## src/rtl/pio_pkg.sv

```systemverilog
package pio_pkg;
    localparam int BUS_W = 8;

    typedef enum logic [1:0] {
        SEL_NONE,
        SEL_LATCH,
        SEL_DIR,
        SEL_PULL
    } reg_sel_e;
endpackage

```

## src/rtl/pio_sync.sv

```systemverilog
module pio_sync #(
    parameter int W      = 6,
    parameter int STAGES = 2
) (
    input  logic         clk,
    input  logic         rst_n,
    input  logic [W-1:0] d,
    output logic [W-1:0] q
);
    logic [W-1:0] stage_q [STAGES];

    for (genvar k = 0; k < STAGES; k++) begin : g_stage
        if (k == 0) begin : g_first
            always_ff @(posedge clk or negedge rst_n) begin
                if (!rst_n) stage_q[k] <= '0;
                else        stage_q[k] <= d;
            end
        end else begin : g_next
            always_ff @(posedge clk or negedge rst_n) begin
                if (!rst_n) stage_q[k] <= '0;
                else        stage_q[k] <= stage_q[k-1];
            end
        end
    end

    assign q = stage_q[STAGES-1];
endmodule

```

## src/rtl/pio_regs.sv

```systemverilog
module pio_regs
    import pio_pkg::*;
#(
    parameter int                NPINS    = 6,
    parameter int                ADDR_W   = 4,
    parameter logic [ADDR_W-1:0] OFS_LATCH = 4'h0,
    parameter logic [ADDR_W-1:0] OFS_DIR   = 4'h4,
    parameter logic [ADDR_W-1:0] OFS_PULL  = 4'hB,
    parameter int                SEL_BIT   = 7
) (
    input  logic              clk,
    input  logic              rst_n,
    input  logic [ADDR_W-1:0] addr,
    input  logic              wr,
    input  logic [BUS_W-1:0]  wdata,
    input  logic [NPINS-1:0]  pin_lvl,
    output logic [BUS_W-1:0]  rdata,
    output logic [NPINS-1:0]  latch_q,
    output logic [NPINS-1:0]  dir_q,
    output logic [NPINS-1:0]  pull_q,
    output logic              clksel_q
);
    reg_sel_e sel;
    logic     unused_wbits;

    assign unused_wbits = ^wdata[BUS_W-1:NPINS];

    always_comb begin
        sel = SEL_NONE;
        if      (addr == OFS_LATCH) sel = SEL_LATCH;
        else if (addr == OFS_DIR)   sel = SEL_DIR;
        else if (addr == OFS_PULL)  sel = SEL_PULL;
    end

    always_ff @(posedge clk or negedge rst_n) begin
        if (!rst_n) begin
            latch_q  <= '0;
            dir_q    <= '0;
            pull_q   <= '0;
            clksel_q <= 1'b0;
        end else if (wr) begin
            unique case (sel)
                SEL_LATCH: latch_q <= wdata[NPINS-1:0];
                SEL_DIR:   dir_q   <= wdata[NPINS-1:0];
                SEL_PULL: begin
                    pull_q   <= wdata[NPINS-1:0];
                    clksel_q <= wdata[SEL_BIT];
                end
                SEL_NONE:  ;
            endcase
        end
    end

    always_comb begin
        rdata = '0;
        unique case (sel)
            SEL_LATCH: rdata[NPINS-1:0] = (latch_q & dir_q) | (pin_lvl & ~dir_q);
            SEL_DIR:   rdata[NPINS-1:0] = dir_q;
            SEL_PULL: begin
                rdata[NPINS-1:0] = pull_q;
                rdata[SEL_BIT]   = clksel_q;
            end
            SEL_NONE:  rdata = '0;
        endcase
    end

    // a direction write lands on the next edge
    assert_dir_write_lands_R2: assert property (@(posedge clk) disable iff (!rst_n)
        (wr && addr == OFS_DIR) |=> dir_q == $past(wdata[NPINS-1:0]));

    // writes to unmapped offsets leave the register file untouched
    assert_unmapped_write_inert_R8: assert property (@(posedge clk) disable iff (!rst_n)
        (wr && sel == SEL_NONE) |=> (latch_q == $past(latch_q) && dir_q == $past(dir_q)
                                     && pull_q == $past(pull_q) && clksel_q == $past(clksel_q)));
endmodule

```

## src/rtl/pio_pinmux.sv

```systemverilog
module pio_pinmux #(
    parameter int NPINS   = 6,
    parameter int CLK_PIN = 4
) (
    input  logic             clk,
    input  logic             rst_n,
    input  logic [NPINS-1:0] latch_q,
    input  logic [NPINS-1:0] dir_q,
    input  logic [NPINS-1:0] pull_q,
    input  logic             clksel_q,
    input  logic             clk4x_in,
    input  logic [NPINS-1:0] lvl,
    output logic [NPINS-1:0] pin_out,
    output logic [NPINS-1:0] pin_oe,
    output logic [NPINS-1:0] pin_pu,
    output logic [NPINS-1:0] kbd_level
);
    for (genvar i = 0; i < NPINS; i++) begin : g_pin
        if (i == CLK_PIN) begin : g_ovr
            always_comb begin
                if (clksel_q) begin
                    pin_out[i]   = clk4x_in;
                    pin_oe[i]    = 1'b1;
                    pin_pu[i]    = 1'b0;
                    kbd_level[i] = 1'b0;
                end else begin
                    pin_out[i]   = latch_q[i];
                    pin_oe[i]    = dir_q[i];
                    pin_pu[i]    = pull_q[i] & ~dir_q[i];
                    kbd_level[i] = lvl[i];
                end
            end
        end else begin : g_port
            always_comb begin
                pin_out[i]   = latch_q[i];
                pin_oe[i]    = dir_q[i];
                pin_pu[i]    = pull_q[i] & ~dir_q[i];
                kbd_level[i] = lvl[i];
            end
        end
    end

    // a pin is never pulled while it drives
    assert_no_pull_on_output_R5: assert property (@(posedge clk) disable iff (!rst_n)
        (pin_pu & pin_oe) == '0);

    // clock select takes over the pin completely
    assert_clock_override_R7: assert property (@(posedge clk) disable iff (!rst_n)
        clksel_q |-> (pin_oe[CLK_PIN] && !pin_pu[CLK_PIN] && !kbd_level[CLK_PIN]
                      && pin_out[CLK_PIN] == clk4x_in));
endmodule

```

## src/rtl/pio_port_ctrl.sv

```systemverilog
module pio_port_ctrl
    import pio_pkg::*;
#(
    parameter int NPINS       = 6,
    parameter int ADDR_W      = 4,
    parameter int SYNC_STAGES = 2,
    parameter int CLK_PIN     = 4
) (
    input  logic              clk,
    input  logic              rst_n,
    input  logic [ADDR_W-1:0] bus_addr,
    input  logic              bus_wr,
    input  logic [7:0]        bus_wdata,
    output logic [7:0]        bus_rdata,
    input  logic              clk4x_in,
    input  logic [NPINS-1:0]  pin_in,
    output logic [NPINS-1:0]  pin_out,
    output logic [NPINS-1:0]  pin_oe,
    output logic [NPINS-1:0]  pin_pu,
    output logic [NPINS-1:0]  kbd_level
);
    logic [NPINS-1:0] sync_lvl;
    logic [NPINS-1:0] latch_q, dir_q, pull_q;
    logic             clksel_q;
    logic [1:0]       age_q;

    pio_sync #(.W(NPINS), .STAGES(SYNC_STAGES)) u_sync (
        .clk(clk), .rst_n(rst_n), .d(pin_in), .q(sync_lvl)
    );

    pio_regs #(.NPINS(NPINS), .ADDR_W(ADDR_W)) u_regs (
        .clk(clk), .rst_n(rst_n), .addr(bus_addr), .wr(bus_wr), .wdata(bus_wdata),
        .pin_lvl(sync_lvl), .rdata(bus_rdata), .latch_q(latch_q), .dir_q(dir_q),
        .pull_q(pull_q), .clksel_q(clksel_q)
    );

    pio_pinmux #(.NPINS(NPINS), .CLK_PIN(CLK_PIN)) u_mux (
        .clk(clk), .rst_n(rst_n), .latch_q(latch_q), .dir_q(dir_q), .pull_q(pull_q),
        .clksel_q(clksel_q), .clk4x_in(clk4x_in), .lvl(sync_lvl), .pin_out(pin_out),
        .pin_oe(pin_oe), .pin_pu(pin_pu), .kbd_level(kbd_level)
    );

    // cycles since reset, saturating at 2, so the latency check never looks before reset
    always_ff @(posedge clk or negedge rst_n) begin
        if (!rst_n)              age_q <= 2'd0;
        else if (age_q != 2'd2)  age_q <= age_q + 2'd1;
    end

    if (SYNC_STAGES == 2) begin : g_lat_chk
        // sampled levels trail the pads by two edges
        assert_sync_latency_R6: assert property (@(posedge clk) disable iff (!rst_n)
            (age_q == 2'd2) |-> sync_lvl == $past(pin_in, 2));
    end
endmodule

```

## config.mk

```make
export PLATFORM = sky130hd
export DESIGN_NAME = pio_port_ctrl
export DESIGN_NICKNAME = d
export VERILOG_FILES = /design/src/rtl/pio_pkg.sv /design/src/rtl/pio_sync.sv /design/src/rtl/pio_regs.sv /design/src/rtl/pio_pinmux.sv /design/src/rtl/pio_port_ctrl.sv
export SDC_FILE = /design/constraint.sdc
export NUM_CORES = 1
export LEC_CHECK = 0
export BUFFER_PORTS_ARGS = -buffer_cell sky130_fd_sc_hd__buf_4
export CAP_MARGIN = 20
export CORE_MARGIN = 2
export CORE_UTILIZATION = 25
export CTS_BUF_LIST = sky130_fd_sc_hd__clkbuf_8
export DETAILED_ROUTE_END_ITERATION = 12
export GPL_TIMING_DRIVEN = 1
export SKIP_LAST_GASP = 1
export SLEW_MARGIN = 20
export SYNTH_ARGS = -nofsm -noshare
export SYNTH_HDL_FRONTEND = slang
export SYNTH_SLANG_ARGS = --single-unit
```

## constraint.sdc

```tcl
create_clock -name clk -period 2.21 [get_ports clk]
set_input_delay 0.5525 -clock clk [delete_from_list [all_inputs] [get_ports clk]]
set_output_delay 0.5525 -clock clk [all_outputs]
set_load 0.1 [all_outputs]
```

# After elaboration in Yosys (flattened, before gate mapping)
# Cells that the tools add are included.
classes:
  bitwise: 16
  mux: 9
  n_eq_ne: 5
  reduce_logical: 5
op_table:
  columns: ["op", "n"]
  rows:
  - ["case mux 6 bit (4 select lines)", 1]
  - ["bitwise AND 6 bit", 2]
  - ["bitwise AND 1 bit", 6]
  - ["2-to-1 mux 2 bit", 3]
  - ["inverter 1 bit", 6]
  - ["inverter 6 bit", 1]
  - ["OR 6 bit", 1]
  - ["AND reduction 2 bit", 3]
  - ["2-to-1 mux 1 bit", 5]
  - ["equality test 2 bit (second input constant)", 2]
  - ["equality test 4 x 3 -> 1 bit (second input constant)", 1]
  - ["equality test 4 bit (second input constant)", 1]
  - ["logical NOT 4 bit", 1]
  - ["equality test 2 x 1 -> 1 bit (second input constant)", 1]
  - ["logical NOT 2 bit", 1]
totals:
  in_bits: 22
  regBits: 31
  word_cells: 41

# Depth between registers and ports, before layout
depth:
  ltp_word: 6
  depth_mapped: 4
  mapped_depth_nobuf: 3

# Modules after synthesis
# From an unflattened synthesis, not the netlist that was laid out.
unflattened:
  cells_unflattened: 117
  hier_area_um2: 1497.7
by_module_without_submodules:
  columns: ["module", "area_each_um2", "cells_each", "seq_area_each_um2", "instances"]
  rows:
  - ["pio_regs", 970.9, 75, 475.5, 1]
  - ["pio_sync", 345.3, 18, 300.3, 1]
  - ["pio_pinmux", 181.4, 24, 0.0, 1]

# Least setup slack after synthesis
# OpenSTA, ideal clock, no wires.
synth_timing:
  path_kind: "input to output"
  startpoint: "in bus_addr[3]"
  endpoint: "out bus_rdata[0]"
  t_arrival_ns: 2.566
  path_stages: 3
  path_slack_ns: -0.908
  n_path_buf: 0
  cell_sequence: "nor3_1 -> a22oi_1 -> a21oi_1"
synth_via:
  elab_chain_len: 6
  elab_cells_between_ends: 11
  classes_between: "eq/ne: 5; mux: 4; reduce/logical: 2"
synth_rtl:
  columns: ["element", "line_no", "rtl"]
  rows:
  - ["start: declaration", "pio_port_ctrl.sv:11", "input logic [ADDR_W-1:0] bus_addr,"]
  - ["equality test 4 bit", "pio_regs.sv:32", "else if (addr == OFS_PULL) sel = SEL_PULL;"]
  - ["2-to-1 mux 2 bit", "pio_regs.sv:32", null]
  - ["2-to-1 mux 2 bit", "pio_regs.sv:31", "else if (addr == OFS_DIR) sel = SEL_DIR;"]
  - ["2-to-1 mux 2 bit (*)", "pio_regs.sv:30", "if (addr == OFS_LATCH) sel = SEL_LATCH;"]
  - ["equality test 2 bit (tied with other cells)", "pio_regs.sv:56", "unique case (sel)"]
  - ["case mux 6 bit (4 select lines) (*)", "pio_regs.sv:56", null]
  - ["end: declaration", "pio_port_ctrl.sv:14", "output logic [7:0] bus_rdata,"]
# Mark *: on every way between the ends. The rest lies on a longest branch, timed or not.

# Final worst setup path
layout_timing:
  startpoint: "in bus_addr[3]"
  endpoint: "out bus_rdata[4]"
# Same word-level chain as after synthesis.

==> metrics.cfg <==
[clocking]
numCtsBuffers = 5
htree_num_levels = 2
clockBufferDepth = 2
clock_latency_ps = 280
clkTransAtPathRegs_ps = 60
cts_tree = done
clockRootBuffer = clkbuf_8
cts.sinks = 31
cts_setup_buffers = 0

[finish]
fin_util_pct = 37.4
seq_area_um2 = 776
insertedDiodeCount = 0
fillers = 567
layout.cells.non_filler = 232
area_growth_pct = 44.5
drive_gt1_share_pct = 66.9
multi_input_area_um2 = 642
final_nets = 181

[floorplan]
initial_core_util_pct = 25.9
die_h_um = 79.8
ios = 54
dieArea_um2 = 6360
core.rowCount = 27
core_area_um2 = 5540
die_w_um = 79.8

[critical_path]
cp.arrival_ps = 1600
end_kind = output pin
worst_ep_required_time_ps = 1660
crit_type = input pin to output pin
cp_max_fo = 5
rr_worst_depth = 1
setup.worst_path.start_class = input pin

[sta]
setup_viol = 0
min_period_ps = 2150
hold_violations = 0
maxSlewViolCount = 0
fmax_mhz = 465
tns_ps = 0
min_period_over_period_pct = 97.4
fin_skew_ps = 0.465
rsz0062_at_grt = yes
setup_ws_ps = 57.3
hold_slack_ps = 200

[yosys]
synth_top_area_cell = dfrtp_1
synthFlopType = dfrtp_1
syn_area_um2 = 1440
synth_edf_count = 0
synth-simple-area-share_pct = 10.9
avgSynthCellArea_um2 = 12.9
yosysWarnings = 0
synth-compound-area-share_pct = 5.23
syn_nets = 133
synth_top_area_share_pct = 54.1
yosysSeqAreaShare_pct = 54.1
synthAdderAreaFrac_pct = 0
synth_xor_xnor_area_share_pct = 0
synthArstFlopShare_pct = 100
syn-instance-count = 111
synth-seq-cells = 31
ys_types = 19
synth_top_family_by_area = multiplexers
synthMuxAreaShare_pct = 19.9
synth.area.top_cells = dfrtp_1 (54%), mux2_2 (16%), buf_4 (9.4%)

[place]
dp_slack_ps = 13.9
dp_hpwl_um = 2500
dp_cells = 224
place_congestion = 0.740
port_buffers = 51

[global_routing]
globalRouteTotalUtil_pct = 10.9
grt_pass1_vias = 1082
grt_antenna_before_repair = 0
grt_pass1_wl_um = 5210
grt_max_degree = 32
grt-ovfl-total = 0

[run_status]
status = complete, no violations

[drt]
vias = 974
route.detailed.drc = 0
drt_pass1_iterations = 2
drtAntennaViolNets = 0
viasPerCell = 4.20
routedWlPerCell_um = 14.2
first_iter_violations = 23
routed_wl_um = 3290

[pwr]
cellPowerDensity_nw_per_um2 = 1130
cellLeakagePower_nw = 0.959
ir_drop_uv = 716

[job]
maxCapViolCount = 0

[worst_hold_path]
hold_class = input pin to asynchronous set/reset pin

-- final timing paths --
check / slack [ps] / from / endpoint
min in group clk: 350 / u_sync.stage_q[11] / u_sync.q[5]
max reg2reg: 1360 / u_regs.dir_q[2] / u_regs.dir_q[2]
min reg2reg: 350 / u_sync.stage_q[11] / u_sync.q[5]
min: 200 / rst_n / u_sync.q[2]
max: 60 / bus_addr[3] / bus_rdata[4]
max in group asynchronous: 1730 / rst_n / u_regs.latch_q[1]
-- layout make-up --
cell class                      count  area share (%)
Clock buffer                        7            4.65
Clock inverter                      1           0.181
Inverter                            1           0.181
Multi-Input combinational cell     61            31.0
Sequential cell                    31            37.4
Tap cell                           72            4.35
Timing Repair Buffer               59            22.3
-- Yosys cell counts, types with 6 or more instances --
master	number
a21oi_1	6
mux2i_1	6
nor2b_1	7
dfrtp_1	31
buf_4	18
a22oi_1	6
mux2_2	20
or2b_1	6
-- report_power, final --
part           internal [mW]  total (mW)  switching [mW]
Combinational          0.275        1.12           0.848
Sequential             0.660       0.751          0.0910
Clock                  0.279       0.474           0.195
-- state kept, by name, summed over array words and instances (netlist names) --
register	cells
u_regs.dir_q	6
u_regs.latch_q	6
u_regs.pull_q	6
u_sync.q	6
u_sync.stage_q	6
u_regs.clksel_q	1
-- worst max-delay path, cell delays in order --
cell and delay (ps):
buf_4 140, and4b_1 220, buf_4 160, a22oi_1 280, a21oi_4 50, buf_6 190
-- placed cells by master (no fill, tap or decap), drive strengths merged --
cell / n
inv: 2
dfrtp: 31
or2: 1
mux2: 20
buf: 59
or2b: 6
nor3: 1
nor4: 1
conb: 1
nor2: 1
and4b: 1
mux2i: 6
a21oi: 6
and2: 1
clkbuf: 7
nand2: 2
nor2b: 7
nor4b: 1
a22oi: 6
-- metrics by stage --
step / power [mW] / area [um2]
finish: 2.35 / 2070
floorplan: 1.71 / 1550
detailed placement: 1.88 / 1940
CTS: 2.37 / 2040
global placement: 1.86 / 1940
global route: 2.45 / 2070
-- metal layers --
layer | up-vias | share of wire [%] | GRT usage (%)
li1 | 463 | - | -
met1 | 466 | 44 | 13.4
met2 | 40 | 48 | 17.2
met3 | 5 | 6.8 | 3.73
met4 | 0 | 1.5 | 4.75
met5 | - | 0 | 0
-- logic make-up after synthesis --
logic type	Yosys count
other	1
DFF	31
AOI/OAI and AO/OA	12
buffers and inverters	19
and+or+nand+nor	22
muxes	26
-- what timing repair did --
| item | CTS | global route |
|---|---|---|
| endpoints found under the hold margin | 0 | 0 |
| resized for setup | 0 | 7 |
| hold buffers | 0 | 0 |
| endpoints found under the setup margin | 0 | 6 |
No activity file was read; power rests on OpenSTA's default activity.
